### config.mk
export PLATFORM = sky130hd
export DESIGN_NAME = sram_diag_port
export DESIGN_NICKNAME = d
export VERILOG_FILES = /design/src/rtl/sdp_pkg.sv /design/src/rtl/sdp_mode_gate.sv /design/src/rtl/sdp_fetch_timer.sv /design/src/rtl/sram_diag_port.sv
export SDC_FILE = /design/constraint.sdc
export NUM_CORES = 1
export LEC_CHECK = 0
export ABC_AREA = 1
export CORE_UTILIZATION = 35
export CTS_BUF_LIST = sky130_fd_sc_hd__clkbuf_4 sky130_fd_sc_hd__clkbuf_8
export CTS_CLUSTER_DIAMETER = 50
export DETAILED_ROUTE_END_ITERATION = 10
export PLACE_DENSITY = 0.72
export RECOVER_POWER = 25
export SKIP_LAST_GASP = 1
export SLEW_MARGIN = 10
export SYNTH_ARGS = -nofsm -noshare
export SYNTH_HDL_FRONTEND = slang
export SYNTH_HIERARCHICAL = 1
export SYNTH_SLANG_ARGS = --single-unit
### constraint.sdc
create_clock -name clk -period 1.56 [get_ports clk]
set_clock_uncertainty 0.05 [all_clocks]
set_input_delay 0.156 -clock clk [delete_from_list [all_inputs] [get_ports clk]]
set_output_delay 0.156 -clock clk [all_outputs]
set_load 0.01 [all_outputs]
### src/rtl/sdp_pkg.sv
package sdp_pkg;
    typedef enum logic [1:0] {
        REG_UPPER = 2'd0,
        REG_LOWER = 2'd1,
        REG_DATA  = 2'd2,
        REG_SPARE = 2'd3
    } sdp_reg_e;
endpackage

### src/rtl/sdp_mode_gate.sv
module sdp_mode_gate (
    input  logic stopped,
    input  logic suspended,
    input  logic fast_susp,
    output logic allowed
);
    always_comb begin
        allowed = stopped | (suspended & ~fast_susp);
    end
endmodule

### src/rtl/sdp_fetch_timer.sv
module sdp_fetch_timer #(
    parameter int WAIT = 3
) (
    input  logic clk,
    input  logic rst_n,
    input  logic start,
    input  logic abort,
    output logic busy,
    output logic done
);
    localparam int CW = (WAIT > 1) ? $clog2(WAIT) : 1;

    typedef struct packed {
        logic          busy;
        logic [CW-1:0] cnt;
    } tmr_t;

    tmr_t t_d, t_q;
    logic last;

    always_comb begin
        last = t_q.busy && (t_q.cnt == CW'(WAIT - 1));
        t_d  = t_q;
        if (abort) begin
            t_d.busy = 1'b0;
        end else if (start) begin
            t_d.busy = 1'b1;
            t_d.cnt  = '0;
        end else if (t_q.busy) begin
            if (last) t_d.busy = 1'b0;
            else      t_d.cnt  = t_q.cnt + 1'b1;
        end
    end

    always_ff @(posedge clk) begin
        if (!rst_n) t_q <= '0;
        else        t_q <= t_d;
    end

    assign busy = t_q.busy;
    assign done = last;

    p_start_idle_r4: assert property (@(posedge clk) disable iff (!rst_n)
        start |-> !t_q.busy);
endmodule

### src/rtl/sram_diag_port.sv
module sram_diag_port #(
    parameter int ADDR_HI_W  = 4,
    parameter int ADDR_LO_W  = 16,
    parameter int DATA_W     = 16,
    parameter int FETCH_WAIT = 3
) (
    input  logic                         clk,
    input  logic                         rst_n,
    input  logic                         host_req,
    input  logic                         host_we,
    input  logic [1:0]                   host_reg,
    input  logic [DATA_W-1:0]            host_wdata,
    output logic                         host_ack,
    output logic                         host_retry,
    output logic [DATA_W-1:0]            host_rdata,
    input  logic                         ctl_stopped,
    input  logic                         ctl_suspended,
    input  logic                         ctl_fast_susp,
    output logic                         sram_req,
    output logic                         sram_we,
    output logic [ADDR_HI_W+ADDR_LO_W-1:0] sram_addr,
    output logic [DATA_W-1:0]            sram_wdata,
    input  logic [DATA_W-1:0]            sram_rdata
);
    import sdp_pkg::*;

    localparam int SEL_BIT = DATA_W - 1;

    typedef struct packed {
        logic [ADDR_HI_W-1:0] hi;
        logic                 rom;
        logic [ADDR_LO_W-1:0] lo;
        logic                 valid;
        logic [DATA_W-1:0]    word;
        logic                 ack;
        logic                 retry;
        logic [DATA_W-1:0]    rdata;
        logic                 wr;
        logic [DATA_W-1:0]    wdata;
    } st_t;

    st_t  st_d, st_q;
    logic allowed;
    logic f_start, f_abort, f_busy, f_done;
    sdp_reg_e sel;

    sdp_mode_gate u_gate (
        .stopped   (ctl_stopped),
        .suspended (ctl_suspended),
        .fast_susp (ctl_fast_susp),
        .allowed   (allowed)
    );

    sdp_fetch_timer #(.WAIT(FETCH_WAIT)) u_timer (
        .clk   (clk),
        .rst_n (rst_n),
        .start (f_start),
        .abort (f_abort),
        .busy  (f_busy),
        .done  (f_done)
    );

    always_comb begin
        sel      = sdp_reg_e'(host_reg);
        st_d     = st_q;
        st_d.ack = 1'b0;
        st_d.retry = 1'b0;
        st_d.rdata = '0;
        st_d.wr    = 1'b0;
        f_start  = 1'b0;
        f_abort  = ~allowed;
        if (host_req) begin
            case (sel)
                REG_UPPER: begin
                    st_d.ack = 1'b1;
                    st_d.rdata[SEL_BIT] = st_q.rom;
                    st_d.rdata[ADDR_HI_W-1:0] = st_q.hi;
                    if (host_we) begin
                        st_d.hi    = host_wdata[ADDR_HI_W-1:0];
                        st_d.rom   = host_wdata[SEL_BIT];
                        st_d.valid = 1'b0;
                        f_abort    = 1'b1;
                    end
                end
                REG_LOWER: begin
                    st_d.ack   = 1'b1;
                    st_d.rdata = DATA_W'(st_q.lo);
                    if (host_we) begin
                        st_d.lo    = host_wdata[ADDR_LO_W-1:0];
                        st_d.valid = 1'b0;
                        f_abort    = 1'b1;
                    end
                end
                REG_DATA: begin
                    if (!allowed || st_q.rom) begin
                        st_d.ack = 1'b1;
                    end else if (host_we) begin
                        if (f_busy) begin
                            st_d.retry = 1'b1;
                        end else begin
                            st_d.ack   = 1'b1;
                            st_d.wr    = 1'b1;
                            st_d.wdata = host_wdata;
                            st_d.valid = 1'b0;
                        end
                    end else if (st_q.valid) begin
                        st_d.ack   = 1'b1;
                        st_d.rdata = st_q.word;
                        st_d.valid = 1'b0;
                    end else begin
                        st_d.retry = 1'b1;
                        f_start    = ~f_busy;
                    end
                end
                default: st_d.ack = 1'b1;
            endcase
        end
        if (f_done && !f_abort) begin
            st_d.valid = 1'b1;
            st_d.word  = sram_rdata;
        end
    end

    always_ff @(posedge clk) begin
        if (!rst_n) st_q <= '0;
        else        st_q <= st_d;
    end

    assign host_ack   = st_q.ack;
    assign host_retry = st_q.retry;
    assign host_rdata = st_q.rdata;
    assign sram_req   = st_q.wr | f_busy;
    assign sram_we    = st_q.wr;
    assign sram_addr  = {st_q.hi, st_q.lo};
    assign sram_wdata = st_q.wdata;

    p_one_resp_r9: assert property (@(posedge clk) disable iff (!rst_n)
        !(host_ack && host_retry));
    p_resp_has_req_r9: assert property (@(posedge clk) disable iff (!rst_n)
        (host_ack || host_retry) |-> $past(host_req));
    p_no_touch_r7: assert property (@(posedge clk) disable iff (!rst_n)
        !allowed |=> !sram_req);
    p_first_retry_r3: assert property (@(posedge clk) disable iff (!rst_n)
        (host_req && !host_we && host_reg == REG_DATA && allowed && !st_q.rom && !st_q.valid)
        |=> host_retry);
    p_blocked_zero_r7: assert property (@(posedge clk) disable iff (!rst_n)
        (host_req && host_reg == REG_DATA && !allowed) |=> (host_ack && host_rdata == '0));
    p_addr_clear_r8: assert property (@(posedge clk) disable iff (!rst_n)
        (host_req && host_we && (host_reg == REG_UPPER || host_reg == REG_LOWER)) |=> !st_q.valid);
    p_write_once_r5: assert property (@(posedge clk) disable iff (!rst_n)
        sram_we |-> $past(host_req && host_we && host_reg == REG_DATA));
endmodule

**Word level (Yosys, flattened, before mapping)**

Index checks and enable logic that the tools add are counted.

- Add/sub/neg operators: 1
- Eq/ne operators: 8
- Multiplexer cells: 35
- Bitwise operators: 12
- Reduce and logical (&&, ||, !) cells: 19

Operator list:

| operator | count |
|---|---|
| $mux W17 | 3 |
| $mux W33 | 1 |
| $mux W16 | 2 |
| $pmux W11 S2 | 1 |
| $mux W1 | 21 |
| $pmux W4 S3 | 1 |
| $ne A3 B3 Y1 const B | 3 |
| $not A1 Y1 | 9 |
| $reduce_and A3 Y1 | 3 |
| $mux W3 | 2 |
| $pmux W1 S3 | 2 |
| $reduce_and A6 Y1 | 1 |
| $reduce_and A5 Y1 | 1 |
| $reduce_or A5 Y1 | 1 |
| $eq A2 B2 Y1 const B | 2 |
| $mux W2 | 2 |
| $ne A4 B4 Y1 const B | 1 |
| $reduce_bool A2 Y1 | 2 |
| $reduce_bool A4 Y1 | 1 |
| $reduce_or A2 Y1 | 2 |
| $reduce_or A4 Y1 | 1 |
| $add A2 B1 Y2 const B | 1 |
| $eq A2 B1 Y1 const B | 1 |
| $logic_and A1 B1 Y1 | 2 |
| 7 further kinds | 9 |

- Register bits: 76
- Output and inout port bits: 56
- Logic and storage cells: 87

**Longest topological paths before layout**

- Word-level depth: 11
- Depth in mapped cells: 15
- Gate-level depth less buffers: 14

**By module**

The synthesis kept the hierarchy.

By module, submodules not included:

| module | instances | cells each | area each (sq um) |
|---|---|---|---|
| sram_diag_port | 1 | 438 | 3367.0 |
| sdp_fetch_timer | 1 | 25 | 175.2 |
| sdp_mode_gate | 1 | 4 | 15.0 |

**Least setup slack after synthesis**

No wires, ideal clock.

- Kind: input-to-reg
- Start: in ctl_fast_susp
- End: reg u_timer/t_q[1] (netlist bit)
- Library setup time: 0.115 ns
- Arrival: 1.385 ns
- Data required time: 1.395 ns
- Path slack: 0.010 ns
- Stages on the path: 15
- Path buffers: 1
- Path through: inv_1 nand2_1 nand2_1 buf_6 inv_4 nor2_4 nand2_2 inv_2 nand2_1 nor4_1 inv_2 nand2_4 nand3_1 nand2_1 nor2_1

- Cells in the longest elaborated chain, start to end: 10

Ends and longest elaborated chain:

| element | RTL line | source |
|---|---|---|
| from (decl) | sram_diag_port.sv:18 | `input logic ctl_fast_susp,` |
| $not A1 Y1 (*) | sdp_mode_gate.sv:8 | `allowed = stopped \| (suspended & ~fast_susp);` |
| $and A1 B1 Y1 (*) | sdp_mode_gate.sv:8 |  |
| $or A1 B1 Y1 (*) | sdp_mode_gate.sv:8 |  |
| net allowed | sram_diag_port.sv:43 | `logic allowed;` |
| $logic_not A1 Y1 (*) | sram_diag_port.sv:95 | `if (!allowed \|\| st_q.rom) begin` |
| $logic_or A1 B1 Y1 (*) | sram_diag_port.sv:95 |  |
| $mux W1 (*) | sram_diag_port.sv:95 |  |
| $mux W1 (*) | sram_diag_port.sv:73 | `case (sel)` |
| $mux W1 (*) | sram_diag_port.sv:72 | `if (host_req) begin` |
| net f_start | sram_diag_port.sv:44 | `logic f_start, f_abort, f_busy, f_done;` |
| $ne A2 B2 Y1 (no source line) / $reduce_bool A2 Y1 (equally long branches) | - |  |
| $reduce_and A3 Y1 (no source line) | - |  |
| to (signal assigned) | sdp_fetch_timer.sv:37 | `else t_q <= t_d;` |
| to (decl) | sdp_fetch_timer.sv:18 | `tmr_t t_d, t_q;` |

Mark *: on every way through the listed nets, which the timed path passes. The rest lies on a longest branch.
A chain may end at the register's enable or synchronous reset.

**Final worst setup path**

- Start: reg u_timer.t_q, in the netlist u_timer/busy
- End: out sram_req

- Cells in the longest elaborated chain, start to end: 1

Ends and longest elaborated chain:

| element | RTL line | source |
|---|---|---|
| $or A1 B1 Y1 | sram_diag_port.sv:132 | `assign sram_req = st_q.wr \| f_busy;` |
| to (decl) | sram_diag_port.sv:19 | `output logic sram_req,` |

Every way passes these cells.

==> impl_metrics.toml <==
[logic_synthesis]
synthSimpleGateAreaFrac_pct = 24.3
synth_compound_area_share_pct = 10.9
synth_enable_flop_cells = 0
ys_types = 27
synth_common_cells = "nand2_1 (88), dfxtp_1 (76), a21oi_1 (56)"
syn_area_sq_mm = 0.00356
ys_top_cells_by_area = "dfxtp_1 (43%), buf_4 (11%), nand2_1 (9.3%), a21oi_1 (7.9%), nand4_1 (5.8%)"
syn_inst = 467
synth_top_family_by_area = "simple AND/OR/NAND/NOR gates"
synth_area_per_cell_sq_um = 7.62
synth_warnings = 6
yosysTopAreaCell = "dfxtp_1"
synth-xor-area-share_pct = 0
syn_nets = 513
yosysTopAreaCellShare_pct = 42.8
synthAdderAreaFrac_pct = 1.76
ys_seq_elements = 76
synth_mux_area_share_pct = 0
synth.most_common_cell = "nand2_1"
yosysSeqAreaShare_pct = 42.8
synthArstFlopShare_pct = 0
synth_ff_type = "dfxtp_1"

[timing]
tightest_slew_ns = 0.239
finalSetupViolations = 0
relSlewSlack_pct = 83.9
fin_hold_ws_ns = 0.335
fin_crit_ns = 1.52
finalHoldViolations = 0
period_share_pct = 97.1
setup_tns_ns = 0
fmax_mhz = 660
finalMaxSlewViolations = 0
rsz0062_at_grt = "yes"
setup_slack_ns = 0.0446

[routing]
viasPerCell = 4.58
drcViolationCount = 0
vias = 3014
drt-initial-drc-count = 96
wl_mm = 8.20
routedWlPerCell_um = 12.5
ant_nets = 0
drtPass1Iterations = 5

[power]
power.density_mw_per_mm2 = 886
max-vdd-ir-drop_mv = 0.328
p_leak_nw = 1.72

[placement]
port_buffers = 96
dp.final_hpwl_mm = 6.36
dp_slack_ns = -0.302
gp_congestion = 0.783

[clock_tree]
cts-root-buf = "clkbuf_8"
cts_tree = "yes"
cts_buffers = 9
cts.sinks = 76
path_clk_slew_ns = 0.08
clock_latency_ns = 0.35
cts_setup_buffers = 0
h-tree-depth = 3
cts_max_path_buffers = 2

[die]
start_util_pct = 36.2
die_width_um = 103
die_area_sq_mm = 0.0106
core_sq_mm = 0.00982
io_pins = 97
rows = 36
fp.dieH_um = 103

[worst_setup_path]
start_kind = "flip-flop"
crit_type = "reg2out"
critPathArrivalTime_ns = 1.31
slowest_stage = "dfxtp_2"
end_kind = "output pin"
cp_slowest_stage_delay_ns = 0.37
path_cells = "or2_2, dlygate4sd2_1"
cp_max_fo = 8
crit_required_ns = 1.35

[status]
status = "finished, final reports clean"

[grt]
grt_pass1_vias = 2821
grt-ovfl-total = 0
grt_use_total_pct = 16.0
grt_pass1_wl_mm = 13.1
antenna_found_initial = 0
grt_start_max_net_pins = 33

[final_layout]
num_antenna_cells = 0
drive_above_1_share_pct = 11.6
layout.nets = 566
area_growth_syn_to_layout_pct = 29.6

[worst_hold_path]
hp-class = "in2reg"

[job]
drv_cap = 0
-- timing repair --
item | 4_1_cts | 5_1_grt
hold buffers | 0 | 0
gates resized for setup | 2 | 5
setup endpoints to repair | 1 | 7
-- registers in the layout, indices dropped and copies added, names as in the netlist --
name,flops
host_ack,1
host_rdata,16
host_retry,1
sram_addr,20
sram_wdata,16
sram_we,1
st_q,18
u_timer/busy,1
u_timer/t_q,2
-- metal layers --
| metal | global-route usage, % | part of all wire (%) | wire, um |
|---|---|---|---|
| met3 | 3.12 | 6.4 | 527 |
| met1 | 20.1 | 46 | 3760 |
| met2 | 26.5 | 46 | 3790 |
| met5 | 0 | 0 | 0 |
| met4 | 7.15 | 1.5 | 119 |
-- where the power goes --
part / total (mW) / switching (mW) / internal, mW
logic: 0.449 / 0.220 / 0.229
clock network: 1.65 / 0.728 / 0.919
registers: 1.99 / 0.0181 / 1.97
-- cell usage in the layout (no fill, tap or decap) --
cell type and instances:
clkdlybuf4s50_1 95, nand2_1 87, dfxtp_1 75, a21oi_1 56, inv_1 42, nor2_1 39
nand4_1 33, buf_4 19, nand3_1 13, o21ai_0 12, clkbuf_8 9, inv_2 5
o22ai_1 5, nand2_2 4, ha_1 4, buf_12 4, or2_2 2, clkinv_2 2
bufinv_16 2, o21ai_4 1, inv_4 1, nor2_4 1, nor4_2 1, nor3_4 1
nand3_4 1, nor4_1 1, ha_2 1, inv_6 1, clkinvlp_4 1, clkbuf_4 1
dlygate4sd2_1 1, buf_6 1, nand2_4 1, and3_1 1, nand3_2 1, dfxtp_2 1
-- final timing paths --
kind / from / cells after the start / slack (ns) / endpoint
worst max-delay path: u_timer/busy$_SDFF_PP0_ / 2 / 0.04 / sram_req
worst min-delay path: sram_rdata[5] / 3 / 0.34 / st_q[40]$_SDFFE_PN0P_
worst min register to register: st_q[42]$_SDFFE_PN0P_ / 2 / 0.42 / st_q[42]$_SDFFE_PN0P_
worst max register to register: u_timer/t_q[0]$_SDFFE_PN0P_ / 7 / 0.18 / st_q[35]$_SDFFE_PN0P_
-- stage by stage --
step                area, sq um  instances  total power, mW  utilization, %
floorplan                  3560        467             2.26               -
global placement           4380        642             2.47            44.6
detailed placement         4380        642             2.48            44.6
CTS                        4590        658             4.12            46.8
global route               4610        658             4.24            46.9
finish                     4610        658             4.08            46.9
-- final cells by class --
type | instances | area [sq um]
clock buffers | 10 | 131
flip-flops and latches | 76 | 1520
inverters | 48 | 183
clock inverters | 6 | 86.3
fillers | 949 | 5210
repair buffers | 120 | 1190
well taps | 133 | 166
multi-input cells | 265 | 1330
-- cell families after synthesis --
family,count (synthesis)
AOI/OAI and AO/OA,74
adders and majority gates,5
DFF,76
buffers and inverters,126
and+or+nand+nor,186
-- worst max-delay path, delay by kind of cell, from the launching register on --
| kind | cells | cell delay (ns) |
|---|---|---|
| buffers and inverters | 1 | 0.29 |
| DFF | 1 | 0.37 |
| and+or+nand+nor | 1 | 0.30 |
No activity file was read; power rests on OpenSTA's default activity.
